[config.mk]
export PLATFORM = sky130hd
export DESIGN_NAME = tick_timer_cc
export DESIGN_NICKNAME = d
export VERILOG_FILES = /design/src/rtl/tmr_pkg.sv /design/src/rtl/tmr_counter.sv /design/src/rtl/tmr_compare.sv /design/src/rtl/tmr_capture.sv /design/src/rtl/tick_timer_cc.sv
export SDC_FILE = /design/constraint.sdc
export NUM_CORES = 1
export LEC_CHECK = 0
export ABC_AREA = 1
export BUFFER_PORTS_ARGS = -buffer_cell sky130_fd_sc_hd__buf_2
export CORE_AREA = 2 2 124 126
export CTS_CLUSTER_SIZE = 10
export DETAILED_ROUTE_END_ITERATION = 16
export DIE_AREA = 0 0 126 128
export GPL_ROUTABILITY_DRIVEN = 1
export PLACE_DENSITY = 0.79
export SETUP_SLACK_MARGIN = 0.3
export SLEW_MARGIN = 25
export SYNTH_ARGS = -nofsm -noshare
export SYNTH_HDL_FRONTEND = slang
export SYNTH_SLANG_ARGS = --single-unit
[constraint.sdc]
create_clock -name clk -period 2.4 [get_ports clk]
set_input_delay 0.12 -clock clk [delete_from_list [all_inputs] [get_ports clk]]
set_output_delay 0.12 -clock clk [all_outputs]
set_load 0.02 [all_outputs]
[src/rtl/tmr_pkg.sv]
// Shared constants and encodings for the tick timer.
// Assumes exactly two compare channels; the control word layout depends on it.
package tmr_pkg;
    localparam int NCMP     = 2;
    localparam int NFLAG    = NCMP + 2;
    localparam int ACT_W    = 3;
    localparam int EDGE_W   = 2;
    localparam int ACT_LSB0 = NCMP + 1;
    localparam int EDGE_LSB = ACT_LSB0 + NCMP * ACT_W;
    localparam int CTRL_W   = EDGE_LSB + EDGE_W;
    localparam int FLG_OVF  = 0;
    localparam int FLG_CAP  = NCMP + 1;

    typedef enum logic [ACT_W-1:0] {
        ACT_LOW    = 3'd0,
        ACT_HIGH   = 3'd1,
        ACT_PULSE  = 3'd2,
        ACT_TOGGLE = 3'd3,
        ACT_FOLLOW = 3'd4
    } cmp_act_e;

    typedef enum logic [EDGE_W-1:0] {
        EDGE_RISE = 2'd0,
        EDGE_FALL = 2'd1,
        EDGE_BOTH = 2'd2,
        EDGE_NONE = 2'd3
    } cap_edge_e;
endpackage

[src/rtl/tmr_counter.sv]
// Counter core: holds the run state and the count value.
// Assumes the start and stop strobes are already qualified by the command write.
// The next value and the wrap event are exported so that the compare logic can
// detect a match on the edge where the count changes.
module tmr_counter #(
    parameter int CW = 32
) (
    input  logic          clk,
    input  logic          rst_n,
    input  logic          tick,
    input  logic          start,
    input  logic          stop,
    input  logic          wr_en,
    input  logic [CW-1:0] wr_data,
    output logic [CW-1:0] count,
    output logic          running,
    output logic          adv,
    output logic [CW-1:0] next_val,
    output logic          wrap
);
    localparam logic [CW-1:0] ONE = CW'(1);

    logic [CW-1:0] cnt_q;
    logic          run_q;

    assign adv      = run_q & tick & ~wr_en;
    assign next_val = cnt_q + ONE;
    assign wrap     = adv & (&cnt_q);
    assign count    = cnt_q;
    assign running  = run_q;

    // Run state: stop takes priority over start.
    always_ff @(posedge clk) begin
        if (!rst_n)     run_q <= 1'b0;
        else if (stop)  run_q <= 1'b0;
        else if (start) run_q <= 1'b1;
    end

    // Count value: a direct load beats an increment.
    always_ff @(posedge clk) begin
        if (!rst_n)     cnt_q <= '0;
        else if (wr_en) cnt_q <= wr_data;
        else if (adv)   cnt_q <= next_val;
    end

    p_stop_wins_r2: assert property (@(posedge clk) disable iff (!rst_n)
        stop |=> !running);
    p_load_r4: assert property (@(posedge clk) disable iff (!rst_n)
        wr_en |=> (count == $past(wr_data)));
    p_hold_idle_r2: assert property (@(posedge clk) disable iff (!rst_n)
        (!wr_en && !(running && tick)) |=> $stable(count));
endmodule

[src/rtl/tmr_compare.sv]
// One compare channel: holds the compare value, detects a match and drives the pin.
// Assumes adv/next_val describe the increment that happens on the coming edge.
// flag_now is this channel's registered flag, which the follow action mirrors.
module tmr_compare
    import tmr_pkg::*;
#(
    parameter int CW = 32
) (
    input  logic             clk,
    input  logic             rst_n,
    input  logic             en,
    input  logic [ACT_W-1:0] act,
    input  logic             adv,
    input  logic [CW-1:0]    next_val,
    input  logic             val_wr,
    input  logic [CW-1:0]    val_wdata,
    input  logic             flag_now,
    output logic             match,
    output logic             pin
);
    logic [CW-1:0] val_q;
    logic          pin_q;
    cmp_act_e      act_e;

    assign act_e = cmp_act_e'(act);
    assign match = en & adv & (next_val == val_q);
    assign pin   = (act_e == ACT_FOLLOW) ? flag_now : pin_q;

    // Compare value register.
    always_ff @(posedge clk) begin
        if (!rst_n)      val_q <= '0;
        else if (val_wr) val_q <= val_wdata;
    end

    // Pin state: applies the action on a match and ends a pulse after one cycle.
    always_ff @(posedge clk) begin
        if (!rst_n) begin
            pin_q <= 1'b0;
        end else if (match) begin
            case (act_e)
                ACT_LOW:    pin_q <= 1'b0;
                ACT_HIGH:   pin_q <= 1'b1;
                ACT_PULSE:  pin_q <= 1'b1;
                ACT_TOGGLE: pin_q <= ~pin_q;
                default:    pin_q <= pin_q;
            endcase
        end else if (act_e == ACT_PULSE) begin
            pin_q <= 1'b0;
        end
    end

    p_pulse_high_r7: assert property (@(posedge clk) disable iff (!rst_n)
        (match && act_e == ACT_PULSE) |=> pin_q);
    p_toggle_r6: assert property (@(posedge clk) disable iff (!rst_n)
        (match && act_e == ACT_TOGGLE) |=> (pin_q != $past(pin_q)));
    p_match_running_r5: assert property (@(posedge clk) disable iff (!rst_n)
        match |-> adv);
endmodule

[src/rtl/tmr_capture.sv]
// Capture channel: synchronises cap_in, detects the selected edge and stores the count.
// Assumes cap_in is asynchronous; two flops resolve metastability before edge detection.
module tmr_capture
    import tmr_pkg::*;
#(
    parameter int CW = 32
) (
    input  logic              clk,
    input  logic              rst_n,
    input  logic              cap_in,
    input  logic              en,
    input  logic [EDGE_W-1:0] edge_sel,
    input  logic [CW-1:0]     count,
    output logic              evt,
    output logic [CW-1:0]     value
);
    logic      s1_q, s2_q, s3_q;
    logic      hit;
    cap_edge_e sel_e;

    assign sel_e = cap_edge_e'(edge_sel);

    // Synchroniser pair plus one history flop for edge detection.
    always_ff @(posedge clk) begin
        if (!rst_n) {s1_q, s2_q, s3_q} <= 3'b000;
        else        {s1_q, s2_q, s3_q} <= {cap_in, s1_q, s2_q};
    end

    // Edge selection.
    always_comb begin
        case (sel_e)
            EDGE_RISE: hit = s2_q & ~s3_q;
            EDGE_FALL: hit = ~s2_q & s3_q;
            EDGE_BOTH: hit = s2_q ^ s3_q;
            default:   hit = 1'b0;
        endcase
    end

    assign evt = en & hit;

    // Captured value register.
    always_ff @(posedge clk) begin
        if (!rst_n)   value <= '0;
        else if (evt) value <= count;
    end

    p_store_r9: assert property (@(posedge clk) disable iff (!rst_n)
        evt |=> (value == $past(count)));
    p_quiet_r9: assert property (@(posedge clk) disable iff (!rst_n)
        !en |=> $stable(value));
endmodule

[src/rtl/tick_timer_cc.sv]
// Tick timer top: counter, two compare channels, one capture channel, the flags
// and the interrupt. Assumes all configuration arrives as one-cycle write strobes
// in the clk domain.
module tick_timer_cc
    import tmr_pkg::*;
#(
    parameter int CW = 32
) (
    input  logic              clk,
    input  logic              rst_n,
    input  logic              tick,
    input  logic              cmd_wr,
    input  logic [1:0]        cmd_data,
    input  logic              cnt_wr,
    input  logic [CW-1:0]     cnt_wdata,
    input  logic              ctrl_wr,
    input  logic [CTRL_W-1:0] ctrl_wdata,
    input  logic [NCMP-1:0]   cmp_wr,
    input  logic [CW-1:0]     cmp_wdata,
    input  logic              ien_wr,
    input  logic [NFLAG-1:0]  ien_wdata,
    input  logic [NFLAG-1:0]  flag_clr,
    input  logic              cap_in,
    output logic [CW-1:0]     count,
    output logic              running,
    output logic [NFLAG-1:0]  flags,
    output logic [CW-1:0]     cap_value,
    output logic [NCMP-1:0]   cmp_out,
    output logic              irq
);
    logic [CTRL_W-1:0] ctrl_q;
    logic [NFLAG-1:0]  ien_q;
    logic [NFLAG-1:0]  flags_q;
    logic [NFLAG-1:0]  set_v;
    logic [NCMP-1:0]   match;
    logic              adv, wrap, cap_evt;
    logic [CW-1:0]     next_val;

    // Control word and interrupt enable registers.
    always_ff @(posedge clk) begin
        if (!rst_n) begin
            ctrl_q <= '0;
            ien_q  <= '0;
        end else begin
            if (ctrl_wr) ctrl_q <= ctrl_wdata;
            if (ien_wr)  ien_q  <= ien_wdata;
        end
    end

    tmr_counter #(.CW(CW)) u_cnt (
        .clk(clk), .rst_n(rst_n), .tick(tick),
        .start(cmd_wr & cmd_data[0]), .stop(cmd_wr & cmd_data[1]),
        .wr_en(cnt_wr), .wr_data(cnt_wdata),
        .count(count), .running(running),
        .adv(adv), .next_val(next_val), .wrap(wrap)
    );

    for (genvar i = 0; i < NCMP; i++) begin : g_cmp
        tmr_compare #(.CW(CW)) u_cmp (
            .clk(clk), .rst_n(rst_n),
            .en(ctrl_q[i]),
            .act(ctrl_q[ACT_LSB0 + ACT_W*i +: ACT_W]),
            .adv(adv), .next_val(next_val),
            .val_wr(cmp_wr[i]), .val_wdata(cmp_wdata),
            .flag_now(flags_q[i+1]),
            .match(match[i]), .pin(cmp_out[i])
        );
    end

    tmr_capture #(.CW(CW)) u_cap (
        .clk(clk), .rst_n(rst_n), .cap_in(cap_in),
        .en(ctrl_q[NCMP]), .edge_sel(ctrl_q[EDGE_LSB +: EDGE_W]),
        .count(count), .evt(cap_evt), .value(cap_value)
    );

    assign set_v = {cap_evt, match, wrap};

    // Sticky flags: new events win over a clear in the same cycle.
    always_ff @(posedge clk) begin
        if (!rst_n) flags_q <= '0;
        else        flags_q <= (flags_q & ~flag_clr) | set_v;
    end

    assign flags = flags_q;
    assign irq   = |(flags_q & ien_q);

    p_overflow_r3: assert property (@(posedge clk) disable iff (!rst_n)
        wrap |=> flags[FLG_OVF]);
    p_sticky_r10: assert property (@(posedge clk) disable iff (!rst_n)
        1'b1 |=> ((flags & $past(flags & ~flag_clr)) == $past(flags & ~flag_clr)));
    p_irq_quiet_r11: assert property (@(posedge clk) disable iff (!rst_n)
        (flags == '0) |-> !irq);
    p_capture_flag_r9: assert property (@(posedge clk) disable iff (!rst_n)
        cap_evt |=> flags[FLG_CAP]);
endmodule

## Word-level counts from Yosys, hierarchy flattened

Index checks and enable logic that the tools add are counted.

| cells by class | value |
|---|---|
| equality and inequality tests | 14 |
| $lt $le $gt $ge | 0 |
| $mul | 0 |
| reductions and logical operators | 13 |
| mux-type cells | 11 |
| div/mod/pow operators | 0 |
| add/sub/neg operators | 1 |
| shifts and indexed selects | 0 |
| bitwise operators | 23 |

Operators by type and width:

| cell | count |
|---|---|
| 32-bit equality test | 2 |
| 32-bit two-way mux | 2 |
| 32-bit by 1-bit adder with 32-bit output (second input constant) | 1 |
| 32-bit AND reduction | 1 |
| 1-bit AND | 12 |
| 3-bit by 2-bit equality test with 1-bit output (second input constant) | 4 |
| 1-bit case mux with 3 select lines | 3 |
| 4-bit AND | 2 |
| 4-bit != test (second input constant) | 2 |
| 3-bit by 1-bit equality test with 1-bit output (second input constant) | 2 |
| 3-bit equality test (second input constant) | 2 |
| 3-bit zero test | 2 |
| 1-bit two-way mux | 6 |
| 1-bit inverter | 6 |
| 2-bit nonzero test | 3 |
| 2-bit OR reduction | 3 |
| 4-bit inverter | 1 |
| 4-bit OR | 1 |
| 2-bit AND reduction | 2 |
| 4-bit OR reduction | 1 |
| 2-bit by 1-bit equality test with 1-bit output (second input constant) | 1 |
| 2-bit equality test (second input constant) | 1 |
| 2-bit zero test | 1 |
| 1-bit XOR | 1 |

| word-level totals | value |
|---|---|
| memory bits (read-only) | 0 |
| memories kept | 0 |
| bits in latches | 0 |
| memory bits (writable) | 0 |
| bits in registers | 153 |

## Longest topological paths before layout

| logic depth | value |
|---|---|
| word-level depth | 6 |
| mapped depth | 18 |
| depth with buffers taken out | 18 |

## Modules after synthesis

From an unflattened synthesis, not the netlist that was laid out.

| second synthesis, totals | value |
|---|---|
| cells, all modules | 1441 |
| area, all modules | 8894.8 sq um |

By module, submodules not included:

| module | cells each | times used | area an instance (sq um) | sequential area each (sq um) |
|---|---|---|---|---|
| tmr_compare | 328 | 2 | 1973.1 | 660.6 |
| tmr_counter | 393 | 1 | 2424.8 | 660.6 |
| tmr_capture | 293 | 1 | 1796.7 | 700.7 |
| tick_timer_cc | 99 | 1 | 726.9 | 380.4 |

## Worst setup path before layout

OpenSTA, ideal clock, no wires.

| timing | value |
|---|---|
| kind | register to register |
| start | register u_cnt.cnt_q[0], in the netlist u_cnt.count[0] |
| end | register g_cmp[0].u_cmp.pin_q |
| data required time | 2.268 ns |
| period minus slack after synthesis | 2.287 ns |
| setup time | 0.132 ns |
| stages on the path, launching flop included | 19 |
| buffers on the path | 0 |
| arrival time | 2.155 ns |
| setup slack | 0.113 ns |
| cells stage by stage | dfxtp_1 > ha_1 > nand2_4 > nor2_8 > nand2_4 > nor2_4 > nand2_1 > nand2_2 > nand2_2 > nand2_1 > nand2_1 > nor2_1 > nand2_1 > nor2_2 > nand3_2 > nand2_1 > nand2_1 > nand2_1 > a21oi_2 |

| between the ends | value |
|---|---|
| word-level cells in the longest chain between the ends | 5 |
| elaborated cells between the ends (all ways) | 7 |
| those cells by class | 1 x add/sub; 2 x eq/ne; 1 x mux; 1 x bitwise; 2 x reduce/logical |

RTL lines:

| item | line | RTL |
|---|---|---|
| start: declaration | tmr_counter.sv:23 | `logic [CW-1:0] cnt_q;` |
| start signal: assignment | tmr_counter.sv:42 | `else if (wr_en) cnt_q <= wr_data;` |
| start signal: assignment | tmr_counter.sv:43 | `else if (adv) cnt_q <= next_val;` |
| 32-bit by 1-bit adder with 32-bit output (*) | tmr_counter.sv:27 | `assign next_val = cnt_q + ONE;` |
| 32-bit equality test (*) | tmr_compare.sv:26 | `assign match = en & adv & (next_val == val_q);` |
| 1-bit AND (*) | tmr_compare.sv:26 |  |
| 4-bit != test (no source line) or 2-bit nonzero test (tied branches) | -- |  |
| 2-bit AND reduction (no source line) | -- |  |
| end signal: assignment | tmr_compare.sv:44 | `ACT_TOGGLE: pin_q <= ~pin_q;` |
| end signal: assignment | tmr_compare.sv:45 | `default: pin_q <= pin_q;` |
| end: declaration | tmr_compare.sv:22 | `logic pin_q;` |

Mark *: on every way between the ends. The rest lies on a longest branch, timed or not.
A chain may end at the register's enable or synchronous reset.

## Final worst setup path

Ends and elaborated chain as after synthesis.

==> results.json <==
{
  "status": "complete, no violations",
  "start_util_pct": 53.49,
  "io_pins": 167,
  "maxClockFrequency_mhz": 427.4,
  "hold_depth": 3,
  "ant_nets": 0,
  "vias_per_cell": 5.397,
  "yosys.area_share.simple_pct": 32.49,
  "finalWeightedCongestion": 1.011,
  "max_cap_viol_count": 0,
  "grt_pass1_vias": 8773,
  "path_clk_slew_ns": 0.06,
  "instances_no_fill": 1699,
  "grt_use_met2_pct": 53.54,
  "yosysWarnings": 0,
  "synthXorXnorAreaFrac_pct": 1.558,
  "dieArea_um2": 16130,
  "rr_worst_depth": 16,
  "use_met1_pct": 42.08,
  "wl_per_cell_um": 15.55,
  "cts_sinks": 153,
  "drt-total-wl_um": 26420,
  "worstSetupPathType": "reg2reg",
  "synth_cells": 1232,
  "layout_commonest_cell": "nand2_1",
  "grt_max_degree": 115,
  "grt_usage_pct": 32.39,
  "tritoncts": "built",
  "placed_area_um2": 9221,
  "top_usage_layer": "met2",
  "h-tree-depth": 4,
  "maxSlewViolCount": 0,
  "synth_compound_area_share_pct": 17.09,
  "diodes": 0,
  "postLayoutCoreUtil_pct": 72.90,
  "total_power_mw": 6.360,
  "power.leakage_nw": 4.982,
  "setup_viol": 0,
  "synth_fp_nets": 1330,
  "pre_cts_ws_ns": -0.1044,
  "dpl.cell_count": 1584,
  "io_buffers": 166,
  "period_share_pct": 97.50,
  "finalCriticalPeriod_ns": 2.340,
  "relSlewSlack_pct": 31.84,
  "fin_skew_ns": 0.008309,
  "rsz0062_at_grt": "true",
  "worstPathMaxFanout": 6,
  "final_cell_mix": "327 x nand2_1, 166 x buf_2, 151 x inv_1",
  "multi_input_area_um2": 4365,
  "firstDrtPassIters": 5,
  "cts_buffer_depth": 2,
  "synth_cell_type_count": 34,
  "seqCellArea_um2": 3098,
  "synth_seq_cells": 153,
  "hold_class": "in2reg",
  "nets": 1600,
  "dr_total_vias": 9169,
  "synth_area_leaders": "dfxtp_1 39%, nand2_1 16%, inv_1 7.2%",
  "netlist.area_leader.share_pct": 38.52,
  "die_height_um": 128,
  "vdd_drop_max_mv": 0.4715,
  "drc_errors": 0,
  "power_density_nw_per_um2": 586.9,
  "synth_top_family_by_area": "simple AND/OR/NAND/NOR gates",
  "crit_arrival_ns": 2.61,
  "worst_ep_required_time_ns": 2.67,
  "layout_setup_ws_ns": 0.06006,
  "hpwl_um": 18070,
  "yosysSeqAreaShare_pct": 38.52,
  "drt_iter0_drc": 865,
  "grt_overflow": 0,
  "synthAdderAreaFrac_pct": 0.4721,
  "core_um2": 14860,
  "hold_viol": 0,
  "die_width_um": 126,
  "muxShareOfSynthArea_pct": 0,
  "met3_usage_pct": 5.509,
  "antenna_found_initial": 0,
  "design_area_um2": 10840,
  "numCtsBuffers": 17,
  "hold_ws_ns": 0.003713,
  "insertion_delay_ns": 0.42,
  "synth.avg_cell_area_um2": 6.454,
  "synth_top_area_cell": "dfxtp_1",
  "fill_cells": 1205,
  "worst_pin_slew_ns": 1.021,
  "critPathLaunchType": "flip-flop",
  "drive_above_1_share_pct": 25.02,
  "grt_pass1_wl_um": 41900,
  "setup-tns-final_ns": 0,
  "cts-root-buf": "clkbuf_16",
  "area_delta_synth_final_pct": 36.29,
  "cp-end-kind": "flip-flop",
  "synth.cell_area_um2": 7951,
  "core.rowCount": 45
}
critical path, cell delays in order, from the launching register on:
cell and delay, ns:
dfxtp_4 0.38, ha_4 0.16, nand2_8 0.06, nor2_8 0.18, nand2_4 0.09, nor2_4 0.22, nand3_2 0.13, nand3_1 0.11
nand2_1 0.06, nor2_2 0.15, nand2_1 0.08, nor2_2 0.12, nand3_2 0.16, nand2_1 0.10, nand2_1 0.05, nand2_1 0.07
a21oi_2 0.05
sequential cells by signal (all words and copies together), names as in the netlist:
| register | flops |
|---|---|
| g_cmp.u_cmp.val_q | 64 |
| u_cap.value | 32 |
| u_cnt.count | 32 |
| ctrl_q | 11 |
| flags | 4 |
| ien_q | 4 |
| g_cmp.u_cmp.pin_q | 2 |
| u_cap.s1_q | 1 |
| u_cap.s2_q | 1 |
| u_cap.s3_q | 1 |
| u_cnt.running | 1 |
cells by family (layout without fill, tap and decap cells):
| kind of cell | count (synthesis) | after routing |
|---|---|---|
| XOR/XNOR | 7 | 7 |
| adder cells (fa/ha/maj) | 3 | 3 |
| AO/OA/AOI/OAI | 259 | 259 |
| flip-flops | 153 | 153 |
| AND/OR/NAND/NOR | 605 | 605 |
| buffers and inverters | 205 | 484 |
final timing paths:
kind                                     from                                   end  slack, ns
setup / recovery  u_cnt.count[0]$_SDFFE_PN0P_     g_cmp[0].u_cmp.pin_q$_SDFFE_PN0P_       0.06
hold / removal                   cmp_wdata[4]  g_cmp[0].u_cmp.val_q[4]$_SDFFE_PN0P_      0.004
setup reg to reg  u_cnt.count[0]$_SDFFE_PN0P_     g_cmp[0].u_cmp.pin_q$_SDFFE_PN0P_       0.06
hold reg to reg         u_cap.s1_q$_SDFF_PN0_                 u_cap.s2_q$_SDFF_PN0_       0.41
power by group:
part           total (mW)  leakage, nW  internal (mW)  switching (mW)
Clock                2.45        0.258           1.45           0.998
Combinational        1.08         3.45          0.445           0.638
Sequential           2.83         1.27           2.70           0.126
per-layer routing:
layer	vias up	wire [µm]
met1	4178	11200
met5	-	0
met3	76	2156
li1	4498	-
met2	417	12260
met4	0	800
cell usage after synthesis (all sizes together):
master / instances
nor2: 124
dfxtp: 153
a21oi: 104
a31oi: 34
a211oi: 1
nand3: 112
nand4: 3
buf: 9
xnor2: 1
nand2: 356
inv: 154
a21boi: 1
nand3b: 3
o21ai: 118
xnor3: 4
o311ai: 1
and2: 2
or2: 4
nor4: 1
xor2: 2
clkbuf: 42
ha: 3
area by class of cell:
cell class / instances / area share, %
Clock buffer: 23 / 4.318
Clock inverter: 5 / 0.4618
Inverter: 154 / 5.380
Multi-Input combinational cell: 874 / 40.28
Sequential cell: 153 / 28.59
Tap cell: 188 / 2.171
Timing Repair Buffer: 302 / 18.80
repair_timing:
action,in CTS,in global routing
endpoints found under the hold margin,69,0
hold buffers,66,0
setup endpoints to repair,4,4
gates resized for setup,54,42
setup buffers,14,7
pin swaps,30,18
No activity file was read; power rests on OpenSTA's default activity.
